===== src/rtl/freq_strap_pkg.sv =====
`timescale 1ns/1ps
package freq_strap_pkg;
  localparam int REG_W      = 8;
  localparam int CODE_W     = 5;
  localparam int SRC_IDX_W  = 4;
  localparam int SEL_BIT    = 7;
  localparam int SPRD_BIT   = 6;
  localparam int CODE_HI    = CODE_W - 1;
  localparam logic [REG_W-1:0] FREQ_WMASK = 8'b1101_1111;
  localparam logic [REG_W-1:0] SRC_WMASK  = 8'b1001_1111;
  localparam logic [CODE_W-1:0] CODE_HIZ    = 5'd0;
  localparam logic [CODE_W-1:0] CODE_BYPASS = 5'd1;

  typedef enum logic [1:0] {
    RD_FREQ  = 2'd0,
    RD_SRC   = 2'd1,
    RD_STRAP = 2'd2,
    RD_NONE  = 2'd3
  } rd_sel_e;

  function automatic logic [CODE_W-1:0] code_to_idx(input logic [CODE_W-1:0] c);
    logic [CODE_W-1:0] r;
    if (c <= CODE_BYPASS) r = '0;
    else r = c - CODE_W'(2);
    return r;
  endfunction
endpackage


===== src/rtl/strap_capture.sv =====
`timescale 1ns/1ps
module strap_capture #(
  parameter int NUM_STRAPS = 3
) (
  input  logic                  clk,
  input  logic                  rst_n,
  input  logic [NUM_STRAPS-1:0] strap_in,
  output logic [NUM_STRAPS-1:0] strap_q,
  output logic                  cap_done,
  output logic                  capture_now,
  output logic [NUM_STRAPS-1:0] strap_oe
);
  logic oe_q;

  assign capture_now = rst_n & ~cap_done;

  always_ff @(posedge clk or negedge rst_n) begin
    if (!rst_n) begin
      strap_q  <= '0;
      cap_done <= 1'b0;
      oe_q     <= 1'b0;
    end else begin
      if (!cap_done) begin
        strap_q  <= strap_in;
        cap_done <= 1'b1;
      end
      oe_q <= cap_done;
    end
  end

  for (genvar i = 0; i < NUM_STRAPS; i++) begin : g_oe
    assign strap_oe[i] = oe_q;
  end

  // enables only after capture has completed one cycle earlier
  a_r2_oe_after_capture: assert property (@(posedge clk) disable iff (!rst_n)
    (strap_oe != '0) |-> $past(cap_done));
  // latched straps never move once captured
  a_r1_strap_frozen: assert property (@(posedge clk) disable iff (!rst_n)
    (cap_done && $past(cap_done)) |-> $stable(strap_q));
endmodule


===== src/rtl/cfg_regs.sv =====
`timescale 1ns/1ps
module cfg_regs
  import freq_strap_pkg::*;
#(
  parameter int NUM_STRAPS = 3
) (
  input  logic                  clk,
  input  logic                  rst_n,
  input  logic                  capture_now,
  input  logic                  cap_done,
  input  logic [NUM_STRAPS-1:0] strap_in,
  input  logic [NUM_STRAPS-1:0] strap_q,
  input  logic                  wr_en,
  input  logic                  wr_sel,
  input  logic [REG_W-1:0]      wr_data,
  input  logic [1:0]            rd_sel,
  output logic [REG_W-1:0]      rd_data,
  output logic                  use_reg,
  output logic                  sprd_ctl,
  output logic [CODE_W-1:0]     reg_code,
  output logic [CODE_W-1:0]     src_code
);
  logic [REG_W-1:0] freq_reg, src_reg, strap_ext, strap_q_ext;
  logic             wr_ok;

  always_comb begin
    strap_ext = '0;
    strap_ext[NUM_STRAPS-1:0] = strap_in;
    strap_q_ext = '0;
    strap_q_ext[NUM_STRAPS-1:0] = strap_q;
  end

  assign wr_ok = wr_en & cap_done;

  always_ff @(posedge clk or negedge rst_n) begin
    if (!rst_n) begin
      freq_reg <= '0;
      src_reg  <= '0;
    end else if (capture_now) begin
      freq_reg <= strap_ext;
      src_reg  <= '0;
    end else if (wr_ok) begin
      if (!wr_sel) freq_reg <= wr_data & FREQ_WMASK;
      else         src_reg  <= wr_data & SRC_WMASK;
    end
  end

  always_comb begin
    case (rd_sel_e'(rd_sel))
      RD_FREQ:  rd_data = freq_reg;
      RD_SRC:   rd_data = src_reg;
      RD_STRAP: rd_data = strap_q_ext;
      default:  rd_data = '0;
    endcase
  end

  assign use_reg  = freq_reg[SEL_BIT];
  assign sprd_ctl = freq_reg[SPRD_BIT];
  assign reg_code = freq_reg[CODE_W-1:0];
  assign src_code = src_reg[CODE_W-1:0];

  // mirror bits take the sampled straps on the capture edge
  a_r3_mirror_load: assert property (@(posedge clk) disable iff (!rst_n)
    capture_now |=> (reg_code == CODE_W'($past(strap_ext)) && !use_reg));
  // source bit follows a write on the next edge
  a_r4_source_write: assert property (@(posedge clk) disable iff (!rst_n)
    (wr_ok && !wr_sel) |=> (use_reg == $past(wr_data[SEL_BIT])));
  // the capture edge leaves no room for a write
  a_r9_capture_wins: assert property (@(posedge clk) disable iff (!rst_n)
    capture_now |=> (src_code == '0));
endmodule


===== src/rtl/code_select.sv =====
`timescale 1ns/1ps
module code_select
  import freq_strap_pkg::*;
#(
  parameter int NUM_STRAPS = 3
) (
  input  logic                  clk,
  input  logic                  rst_n,
  input  logic [NUM_STRAPS-1:0] strap_q,
  input  logic                  use_reg,
  input  logic                  sprd_ctl,
  input  logic [CODE_W-1:0]     reg_code,
  input  logic [CODE_W-1:0]     src_code,
  output logic [CODE_W-1:0]     cpu_code,
  output logic                  cpu_hiz,
  output logic                  cpu_bypass,
  output logic                  spread_en,
  output logic [CODE_W-1:0]     freq_idx,
  output logic [SRC_IDX_W-1:0]  src_idx
);
  logic [CODE_W-1:0] strap_code;

  always_comb begin
    strap_code = '0;
    strap_code[NUM_STRAPS-1:0] = strap_q;
  end

  assign cpu_code   = use_reg ? reg_code : strap_code;
  assign cpu_hiz    = (cpu_code == CODE_HIZ);
  assign cpu_bypass = (cpu_code == CODE_BYPASS);
  assign freq_idx   = code_to_idx(cpu_code);
  assign spread_en  = cpu_code[CODE_HI] & sprd_ctl & src_code[CODE_HI];
  assign src_idx    = src_code[SRC_IDX_W-1:0];

  // at most one special mode at a time
  a_r5_modes_exclusive: assert property (@(posedge clk) disable iff (!rst_n)
    $onehot0({cpu_hiz, cpu_bypass}));
  // spread implies a spread-group code, never a special mode
  a_r7_spread_group: assert property (@(posedge clk) disable iff (!rst_n)
    spread_en |-> (!cpu_hiz && !cpu_bypass && sprd_ctl));
  // strap source passes the latched straps through
  a_r4_strap_source: assert property (@(posedge clk) disable iff (!rst_n)
    !use_reg |-> (cpu_code[NUM_STRAPS-1:0] == strap_q));
  // index plus two recovers ordinary codes
  a_r6_index_offset: assert property (@(posedge clk) disable iff (!rst_n)
    (!cpu_hiz && !cpu_bypass) |-> ({1'b0, freq_idx} + 6'd2 == {1'b0, cpu_code}));
endmodule


===== src/rtl/freq_strap_ctrl.sv =====
`timescale 1ns/1ps
module freq_strap_ctrl
  import freq_strap_pkg::*;
#(
  parameter int NUM_STRAPS = 3
) (
  input  logic                  clk,
  input  logic                  rst_n,
  input  logic [NUM_STRAPS-1:0] strap_in,
  output logic [NUM_STRAPS-1:0] strap_oe,
  input  logic                  wr_en,
  input  logic                  wr_sel,
  input  logic [REG_W-1:0]      wr_data,
  input  logic [1:0]            rd_sel,
  output logic [REG_W-1:0]      rd_data,
  output logic [CODE_W-1:0]     cpu_code,
  output logic                  cpu_hiz,
  output logic                  cpu_bypass,
  output logic                  spread_en,
  output logic [CODE_W-1:0]     freq_idx,
  output logic [SRC_IDX_W-1:0]  src_idx
);
  logic [NUM_STRAPS-1:0] strap_q;
  logic                  cap_done, capture_now;
  logic                  use_reg, sprd_ctl;
  logic [CODE_W-1:0]     reg_code, src_code;

  strap_capture #(.NUM_STRAPS(NUM_STRAPS)) u_cap (
    .clk(clk), .rst_n(rst_n), .strap_in(strap_in), .strap_q(strap_q),
    .cap_done(cap_done), .capture_now(capture_now), .strap_oe(strap_oe)
  );

  cfg_regs #(.NUM_STRAPS(NUM_STRAPS)) u_regs (
    .clk(clk), .rst_n(rst_n), .capture_now(capture_now), .cap_done(cap_done),
    .strap_in(strap_in), .strap_q(strap_q), .wr_en(wr_en), .wr_sel(wr_sel),
    .wr_data(wr_data), .rd_sel(rd_sel), .rd_data(rd_data), .use_reg(use_reg),
    .sprd_ctl(sprd_ctl), .reg_code(reg_code), .src_code(src_code)
  );

  code_select #(.NUM_STRAPS(NUM_STRAPS)) u_sel (
    .clk(clk), .rst_n(rst_n), .strap_q(strap_q), .use_reg(use_reg),
    .sprd_ctl(sprd_ctl), .reg_code(reg_code), .src_code(src_code),
    .cpu_code(cpu_code), .cpu_hiz(cpu_hiz), .cpu_bypass(cpu_bypass),
    .spread_en(spread_en), .freq_idx(freq_idx), .src_idx(src_idx)
  );
endmodule


===== config.mk =====
export PLATFORM = sky130hd
export DESIGN_NAME = freq_strap_ctrl
export DESIGN_NICKNAME = d
export VERILOG_FILES = /design/src/rtl/freq_strap_pkg.sv /design/src/rtl/strap_capture.sv /design/src/rtl/cfg_regs.sv /design/src/rtl/code_select.sv /design/src/rtl/freq_strap_ctrl.sv
export SDC_FILE = /design/constraint.sdc
export NUM_CORES = 1
export LEC_CHECK = 0
export BUFFER_PORTS_ARGS = -buffer_cell sky130_fd_sc_hd__buf_2
export CAP_MARGIN = 20
export CELL_PAD_IN_SITES_DETAIL_PLACEMENT = 1
export CELL_PAD_IN_SITES_GLOBAL_PLACEMENT = 1
export CORE_MARGIN = 4
export CORE_UTILIZATION = 31
export CTS_CLUSTER_DIAMETER = 100
export DETAILED_ROUTE_END_ITERATION = 10
export GPL_ROUTABILITY_DRIVEN = 0
export GPL_TIMING_DRIVEN = 0
export PLACE_DENSITY_LB_ADDON = 0.1
export SLEW_MARGIN = 40
export SYNTH_ARGS = -nofsm -noshare
export SYNTH_HDL_FRONTEND = slang
export SYNTH_SLANG_ARGS = --single-unit
export TNS_END_PERCENT = 100

===== constraint.sdc =====
create_clock -name clk -period 1.82 [get_ports clk]
set_clock_uncertainty 0.15 [all_clocks]
set_input_delay 0.364 -clock clk [delete_from_list [all_inputs] [get_ports clk]]
set_output_delay 0.364 -clock clk [all_outputs]
set_load 0.005 [all_outputs]

==> impl_metrics.yaml, run 1 <==
cts:
  cts_tree: "done"
  cts_inserted_buffers: 3
  cts_root_buffer: "clkbuf_4"
  cts_buffer_depth: 2
  clk_pin_slew_ns: 0.11
  insertion_delay_ns: 0.29
  cts.sinks: 18
  htreeDepth: 1
pwr:
  seqPwrFrac: 0.458
  powerDensity_mw_per_mm2: 670
  p_int_mw: 0.713
  p_leak_nw: 0.865
  p_clk_frac: 0.191
  combPwrFrac: 0.351
  ir_worst_vdd_uv: 348
  switching_share: 0.312
  p_sw_mw: 0.323
  total_power_mw: 1.04
yosys:
  yosysTopAreaCell: "dfrtp_1"
  yosys-top-cells-area: "dfrtp_1 41%, mux2i_1 18%, buf_4 5.4%"
  yosysTopAreaCellShare: 0.406
  yosysUniqueCellTypes: 29
  ys_ff_latch: 18
  postSynthAreaPerCell_um2: 9.81
  synth_fp_nets: 131
  seq_area_frac_synth: 0.406
  synth_area_mm2: 0.00111
  syn_inst: 113
  synth_warnings: 0
final_layout:
  final_cell_mix: "42 x buf_2, 19 x mux2i_1, 18 x dfrtp_1"
  drive_gt1_frac: 0.512
  area_growth_pct: 39.5
  diodes: 0
  layout.nets: 186
  largest_reg_flops: 7
  fin_util: 0.456
  final_common_cell: "buf_2"
  final_cell_area_mm2: 0.00155
drt:
  post-route-drc-count: 0
  first_iter_violations: 12
  vias: 963
  antenna_left: 0
  drt_wl_total_um: 3000
  wl_per_cell_um: 14.2
  drtPass1Iterations: 3
  vias_per_cell: 4.54
placed_design:
  io_buffers: 41
  post-dp-hpwl_um: 2340
  placed_area_mm2: 0.00139
outcome:
  outcome: "finished with violations"
  violations: "setup timing"
timing:
  fin_tns_setup_ns: -3.42
  finalCritPeriodShare: 1.28
  hold_violations: 0
  setup_violations: 10
  clock.fmax_mhz: 431
  fin_crit_ns: 2.32
  holdWs_ns: 0.141
  slew_violations: 0
  rsz0062_at_grt: "yes"
  fin_ws_ns: -0.502
floorplan:
  core_area_mm2: 0.00339
  die_y_um: 67.8
  num_rows: 21
  die_w_um: 67.8
  io_pins: 45
  fp.dieArea_mm2: 0.00460
  initial_utilization: 0.327
global_routing:
  grt_pass1_wl_um: 4750
  first_global_vias: 993
  grt_usage: 0.137
  grt_max_degree: 19
  antenna_found_initial: 0
  grt-ovfl-total: 0
worst_setup_path:
  cp.required_ns: 1.31
  critPathArrivalTime_ns: 1.81
  crit_path_start_kind: "flip-flop"
  path_class: "flip-flop to primary output"
  path_max_fanout: 4
  end_kind: "primary output"
worst_hold_path:
  hp-class: "primary input to flip-flop"
run:
  drv_cap: 0
-- synth_stat cells (all sizes together) --
master,number
a211oi,2
a21o,1
a21oi,1
and2,3
and3,2
buf,11
clkbuf,3
conb,2
dfrtp,18
ha,1
inv,4
mux2,4
mux2i,21
nand2,6
nand3,1
nand3b,1
nor2,15
nor2b,2
nor3,3
nor3b,1
o21a,2
o21ai,6
o21bai,1
or3,1
or4b,1
-- metal layers --
metal / GRT usage / share of wire / wire length, µm
met1: 0.167 / 0.43 / 1300
met2: 0.245 / 0.50 / 1510
met3: 0.0200 / 0.055 / 165
met4: 0.0447 / 0.0070 / 21
met5: 0 / 0 / 0
-- power by group through the flow --
stage	Clock (mW)	Combinational [mW]	Sequential (mW)
after floorplan	0	0.189	0.468
after global placement	0	0.297	0.479
after detailed placement	0	0.307	0.482
after CTS	0.208	0.331	0.473
after global routing	0.220	0.402	0.481
final	0.198	0.364	0.474
-- worst max-delay path, cell delays in order (launching register included) --
cell,delay (ns)
dfrtp_1,0.44
or4b_4,0.58
a211oi_4,0.29
nor3_1,0.08
buf_2,0.13
-- area by class of cell --
cell class / count / area [µm²]
Multi-Input combinational cell: 77 / 622
Fill cell: 405 / 1840
Buffer: 13 / 90.1
Sequential cell: 18 / 450
Inverter: 4 / 17.5
Timing Repair Buffer: 51 / 287
Clock buffer: 3 / 22.5
Tap cell: 46 / 57.6
-- worst paths after layout --
kind                       depth (start not counted)  slack (ns)                 end          startpoint
hold reg to reg                                    0        0.23          u_cap.oe_q      u_cap.cap_done
setup / recovery                                   4       -0.50         freq_idx[2]  u_regs.freq_reg[2]
min in group asynchronous                          3        0.50    u_cap.strap_q[0]               rst_n
setup reg to reg                                   5        0.28  u_regs.freq_reg[1]      u_cap.cap_done
hold / removal                                     3        0.14  u_regs.freq_reg[2]         strap_in[2]
max in group asynchronous                          3        0.72  u_regs.freq_reg[7]               rst_n
-- per-stage QoR --
stage	std cells	setup WS [ns]
after global placement	200	-0.231
after global routing	212	-0.557
after CTS	207	-0.507
after detailed placement	200	-0.282
final	212	-0.502
after floorplan	113	-0.0391
-- repair_timing --
action                                 CTS  global route
pin swaps                                0             1
setup endpoints to repair               10            26
hold buffers                             1             1
gates resized for setup                  3            14
endpoints found under the hold margin   18             9
buffers inserted                         4             6
-- cell families (layout without fill, tap and decap cells) --
| kind of cell | after synthesis | after routing | share of synthesized area |
|---|---|---|---|
| adder cells (fa/ha/maj) | 1 | 1 | 0.0113 |
| AO/OA/AOI/OAI | 13 | 13 | 0.0835 |
| multiplexers | 25 | 25 | 0.234 |
| other | 2 | 2 | 0.00677 |
| flip-flops | 18 | 18 | 0.406 |
| buffers and inverters | 18 | 71 | 0.0914 |
| AND/OR/NAND/NOR | 36 | 36 | 0.167 |
No activity file was read; power rests on OpenSTA's default activity.
==> run 2, diff against run 1 <==
--- a/config.mk
+++ b/config.mk
@@ -15,7 +15,9 @@
 export DETAILED_ROUTE_END_ITERATION = 10
 export GPL_ROUTABILITY_DRIVEN = 0
 export GPL_TIMING_DRIVEN = 0
-export PLACE_DENSITY_LB_ADDON = 0.1
+export HOLD_SLACK_MARGIN = 0.15
+export PLACE_DENSITY = 0.72
+export SETUP_SLACK_MARGIN = 0.15
 export SLEW_MARGIN = 40
 export SYNTH_ARGS = -nofsm -noshare
 export SYNTH_HDL_FRONTEND = slang
==> run 2 against run 1 <==
Against the previous run: the flow still finishes with violations (setup timing); cell area increased by 9.5%; highest routed layer unchanged; register-to-register slack improved by 0.02 ns; critical path depth increased by 4; setup slack got worse by 0.057 ns; utilization up 4.4 points.
==> impl_metrics.yaml, run 2 (synthesized netlist as in run 1, its figures left out) <==
timing:
  finalCritPeriodShare: 1.31
  slew_violations: 0
  fin_tns_setup_ns: -4.58
  clock.fmax_mhz: 420
  fin_ws_ns: -0.560
  setup_violations: 13
  hold_violations: 0
  rsz0062_at_grt: "yes"
  fin_crit_ns: 2.38
  holdWs_ns: 0.168
pwr:
  p_clk_frac: 0.220
  powerDensity_mw_per_mm2: 682
  p_leak_nw: 0.937
  p_int_mw: 0.796
  total_power_mw: 1.16
  seqPwrFrac: 0.408
  p_sw_mw: 0.359
  switching_share: 0.311
  ir_worst_vdd_uv: 343
  combPwrFrac: 0.372
cts:
  cts_buffer_depth: 2
  cts.sinks: 18
  cts_root_buffer: "clkbuf_4"
  cts_inserted_buffers: 3
  htreeDepth: 1
  clk_pin_slew_ns: 0.11
  cts_tree: "done"
  insertion_delay_ns: 0.29
global_routing:
  grt_pass1_wl_um: 5510
  antenna_found_initial: 0
  grt_usage: 0.160
  grt_max_degree: 19
  grt-ovfl-total: 0
  first_global_vias: 1093
drt:
  vias: 1055
  drtPass1Iterations: 4
  drt_wl_total_um: 3490
  wl_per_cell_um: 15.7
  antenna_left: 0
  vias_per_cell: 4.75
  post-route-drc-count: 0
  first_iter_violations: 11
placed_design:
  dp_cells: 200
  post-dp-hpwl_um: 2420
  placed_area_mm2: 0.00140
  pre_cts_slack_ns: -0.316
  io_buffers: 41
final_layout:
  final_cell_mix: "40 x buf_2, 19 x mux2i_1, 18 x dfrtp_1"
  largest_reg_flops: 7
  layout.nets: 195
  fill_cells: 403
  drive_gt1_frac: 0.545
  area_growth_pct: 52.8
  final_common_cell: "buf_2"
  diodes: 0
  final_cell_area_mm2: 0.00169
  fin_util: 0.500
  multi_input_area_um2: 636
  ff_latch_area_um2: 450
  fin_cells: 222
worst_setup_path:
  worstPathCellList: "buf_6 > mux2_4 > inv_4 > ha_4 > inv_4 > o21a_1 > a21o_1 > buf_2"
  rrSetupSlack_ns: 0.30
  path_max_fanout: 6
  crit_path_start_kind: "flip-flop"
  path_class: "flip-flop to primary output"
  end_kind: "primary output"
  critPathArrivalTime_ns: 1.87
  cpPeakStageDelay_ns: 0.42
  cp.required_ns: 1.31
  slowest_stage: "dfrtp_1"
  crit_top_cell: "inv_4"
floorplan:
  num_rows: 21
  io_pins: 45
  fp.dieArea_mm2: 0.00460
  die_y_um: 67.8
  die_w_um: 67.8
  initial_utilization: 0.327
  core_area_mm2: 0.00339
outcome:
  outcome: "finished with violations"
  violations: "setup timing"
run:
  drv_cap: 0
worst_hold_path:
  hp-class: "primary input to flip-flop"
[run 2: final timing paths]
| check | startpoint | to | depth (start not counted) |
|---|---|---|---|
| worst max-delay path | u_regs.freq_reg[7] | freq_idx[4] | 8 |
| worst min-delay path | wr_data[6] | u_regs.freq_reg[6] | 3 |
| worst max register to register | u_cap.cap_done | u_regs.src_reg[1] | 4 |
| worst min register to register | u_cap.cap_done | u_cap.oe_q | 0 |
| max in group asynchronous | rst_n | u_regs.src_reg[2] | 3 |
| min in group asynchronous | rst_n | u_cap.cap_done | 3 |
[run 2: power by group through the flow]
stage / Clock (mW) / Combinational (mW) / Sequential (mW)
2_1_floorplan: 0 / 0.191 / 0.468
3_3_place_gp: 0 / 0.297 / 0.476
3_5_place_dp: 0 / 0.310 / 0.480
4_1_cts: 0.257 / 0.383 / 0.470
5_1_grt: 0.274 / 0.475 / 0.477
6_report: 0.254 / 0.430 / 0.471
[run 2: metal layers]
layer	global-route usage	wire length, µm	vias to the layer above
met1	0.197	1440	530
met2	0.295	1910	22
met3	0.00998	119	2
met5	0	0	-
met4	0.0521	27	0
li1	-	-	501
[run 2: final cells by class]
type / instances / area share
tap: 46 / 0.0340
multi-input combinational: 77 / 0.375
buffer: 14 / 0.0620
clock buffer: 4 / 0.0214
timing repair buffer: 59 / 0.230
inverter: 4 / 0.0118
sequential: 18 / 0.266
[run 2: worst max-delay path: cells and delay by family (launching register included)]
family	cells	cell delay, ns
compound gates	2	0.30
fa+ha+maj	1	0.15
buf+inv	4	0.38
flops	1	0.42
mux	1	0.32
[run 2: timing repair]
action,in CTS,in global routing
cloned,0,0
gates resized for setup,16,16
pin swaps,2,8
hold buffers,3,1
endpoints found under the hold margin,20,18
endpoints found under the setup margin,29,30
buffers inserted,10,4
==> run 3, diff against run 2 <==
--- a/config.mk
+++ b/config.mk
@@ -5,6 +5,7 @@
 export SDC_FILE = /design/constraint.sdc
 export NUM_CORES = 1
 export LEC_CHECK = 0
+export ABC_AREA = 0
 export BUFFER_PORTS_ARGS = -buffer_cell sky130_fd_sc_hd__buf_2
 export CAP_MARGIN = 20
 export CELL_PAD_IN_SITES_DETAIL_PLACEMENT = 1
@@ -16,8 +17,7 @@
 export GPL_ROUTABILITY_DRIVEN = 0
 export GPL_TIMING_DRIVEN = 0
 export HOLD_SLACK_MARGIN = 0.15
-export PLACE_DENSITY = 0.72
-export SETUP_SLACK_MARGIN = 0.15
+export PLACE_DENSITY_LB_ADDON = 0.3
 export SLEW_MARGIN = 40
 export SYNTH_ARGS = -nofsm -noshare
 export SYNTH_HDL_FRONTEND = slang
==> run 3 against run 2 <==
Against the previous run: the flow still finishes with violations (setup timing); cell count fell by 2.3%; wire length fell by 9.3%; combinational power fell by 11%; die area did not move; count of clock-buffer cells in the layout fell by 1; via count fell by 3.5%; fmax rose by 1.8%; hold slack improved by 0.0097 ns; total power fell by 9.4%; sequential share of layout area rose by 2.1 points; non-clock buffer count fell by 4; critical path type unchanged; highest routed layer unchanged.
==> impl_metrics.yaml, run 3 (synthesized netlist as in run 1, its figures left out) <==
timing:
  finalCritPeriodShare: 1.28
  clock.fmax_mhz: 428
  fin_crit_ns: 2.34
  setup_violations: 12
  hold_violations: 0
  holdWs_ns: 0.178
  slew_violations: 0
  rsz0062_at_grt: "yes"
  fin_ws_ns: -0.517
worst_setup_path:
  crit_path_start_kind: "flip-flop"
  cp.required_ns: 1.31
  rrSetupSlack_ns: 0.18
  worstRegToRegCells: 4
  worstPathCellList: "buf_6 > mux2_4 > inv_4 > ha_4 > inv_2 > o21a_1 > a21o_1 > buf_2"
  end_kind: "primary output"
  path_max_fanout: 5
  critPathArrivalTime_ns: 1.82
  path_class: "flip-flop to primary output"
  slowest_stage: "dfrtp_1"
  cpPeakStageDelay_ns: 0.41
placed_design:
  post-dp-hpwl_um: 2360
  pre_cts_slack_ns: -0.247
  placed_area_mm2: 0.00139
  io_buffers: 41
drt:
  vias_per_cell: 4.69
  antenna_left: 0
  post-route-drc-count: 0
  vias: 1018
  first_iter_violations: 11
  drtPass1Iterations: 4
  drt_wl_total_um: 3170
  wl_per_cell_um: 14.6
floorplan:
  num_rows: 21
  die_w_um: 67.8
  initial_utilization: 0.327
  io_pins: 45
  die_y_um: 67.8
  core_area_mm2: 0.00339
  fp.dieArea_mm2: 0.00460
final_layout:
  final_common_cell: "buf_2"
  area_growth_pct: 41.5
  drive_gt1_frac: 0.497
  diodes: 0
  multi_input_area_um2: 596
  fill_cells: 402
  largest_reg_flops: 7
  ff_latch_area_um2: 450
  layout.nets: 191
  final_cell_area_mm2: 0.00157
  final_cell_mix: "43 x buf_2, 19 x mux2i_1, 18 x buf_4, 18 x dfrtp_1, 15 x nor2_1"
outcome:
  violations: "setup timing"
  outcome: "finished with violations"
cts:
  cts_tree: "done"
  cts.sinks: 18
  insertion_delay_ns: 0.29
  cts_buffer_depth: 2
  htreeDepth: 1
  cts_inserted_buffers: 3
  cts_root_buffer: "clkbuf_4"
  clk_pin_slew_ns: 0.09
pwr:
  total_power_mw: 1.05
  ir_worst_vdd_uv: 345
  powerDensity_mw_per_mm2: 667
  p_leak_nw: 0.888
global_routing:
  grt_pass1_wl_um: 5070
  grt-ovfl-total: 0
  grt_usage: 0.150
  antenna_found_initial: 0
  grt_max_degree: 19
  first_global_vias: 1083
worst_hold_path:
  hp-class: "primary input to flip-flop"
  hold_depth: 3
run:
  drv_cap: 0
-- run 3: repair_timing --
| action | CTS | global route |
|---|---|---|
| pin swaps | 2 | 0 |
| resized for setup | 5 | 8 |
| setup endpoints to repair | 10 | 26 |
| endpoints found under the hold margin | 20 | 18 |
| setup buffers | 7 | 3 |
| cloned | 1 | 0 |
| hold buffers | 3 | 1 |
-- run 3: worst max-delay path: cells and delay by family, from the launching register on --
kind	cells	cell delay, ns
DFF	1	0.41
muxes	1	0.32
buffers and inverters	4	0.36
adders and majority gates	1	0.14
AOI/OAI and AO/OA	2	0.31
-- run 3: routing by layer --
| metal | routed length, µm | vias to the layer above | GRT usage |
|---|---|---|---|
| li1 | - | 489 | - |
| met4 | 38 | 0 | 0.0645 |
| met1 | 1340 | 496 | 0.175 |
| met5 | 0 | - | 0 |
| met2 | 1640 | 29 | 0.272 |
| met3 | 141 | 4 | 0.0166 |
-- run 3: per-stage QoR --
stage	instances	setup TNS (ns)	utilization
floorplan	113	-0.0968	-
detailed placement	200	-3.08	0.411
CTS	213	-3.68	0.451
finish	217	-3.86	0.463
global route	217	-4.80	0.463
global placement	200	-3.05	0.411
-- run 3: path summary, 6_finish.rpt --
kind	start	to
min in group asynchronous	rst_n	u_cap.strap_q[0]
max in group asynchronous	rst_n	u_regs.freq_reg[7]
worst max register to register	u_cap.cap_done	u_regs.freq_reg[7]
worst min-delay path	wr_data[6]	u_regs.freq_reg[6]
worst min register to register	u_cap.cap_done	u_cap.oe_q
worst max-delay path	u_regs.freq_reg[7]	freq_idx[4]
-- run 3: power by group --
group | switching [mW] | total (mW) | internal (mW) | leakage, nW
sequential | 0.0344 | 0.470 | 0.436 | 0.229
clock | 0.116 | 0.193 | 0.0770 | 0.0138
combinational | 0.172 | 0.383 | 0.210 | 0.645
total | 0.323 | 1.05 | 0.723 | 0.888
-- run 3: layout make-up --
cell class	count	share of cell area
Sequential cell	18	0.287
Tap cell	46	0.0367
Buffer	13	0.0574
Inverter	4	0.0112
Timing Repair Buffer	56	0.214
Clock buffer	3	0.0144
Multi-Input combinational cell	77	0.380
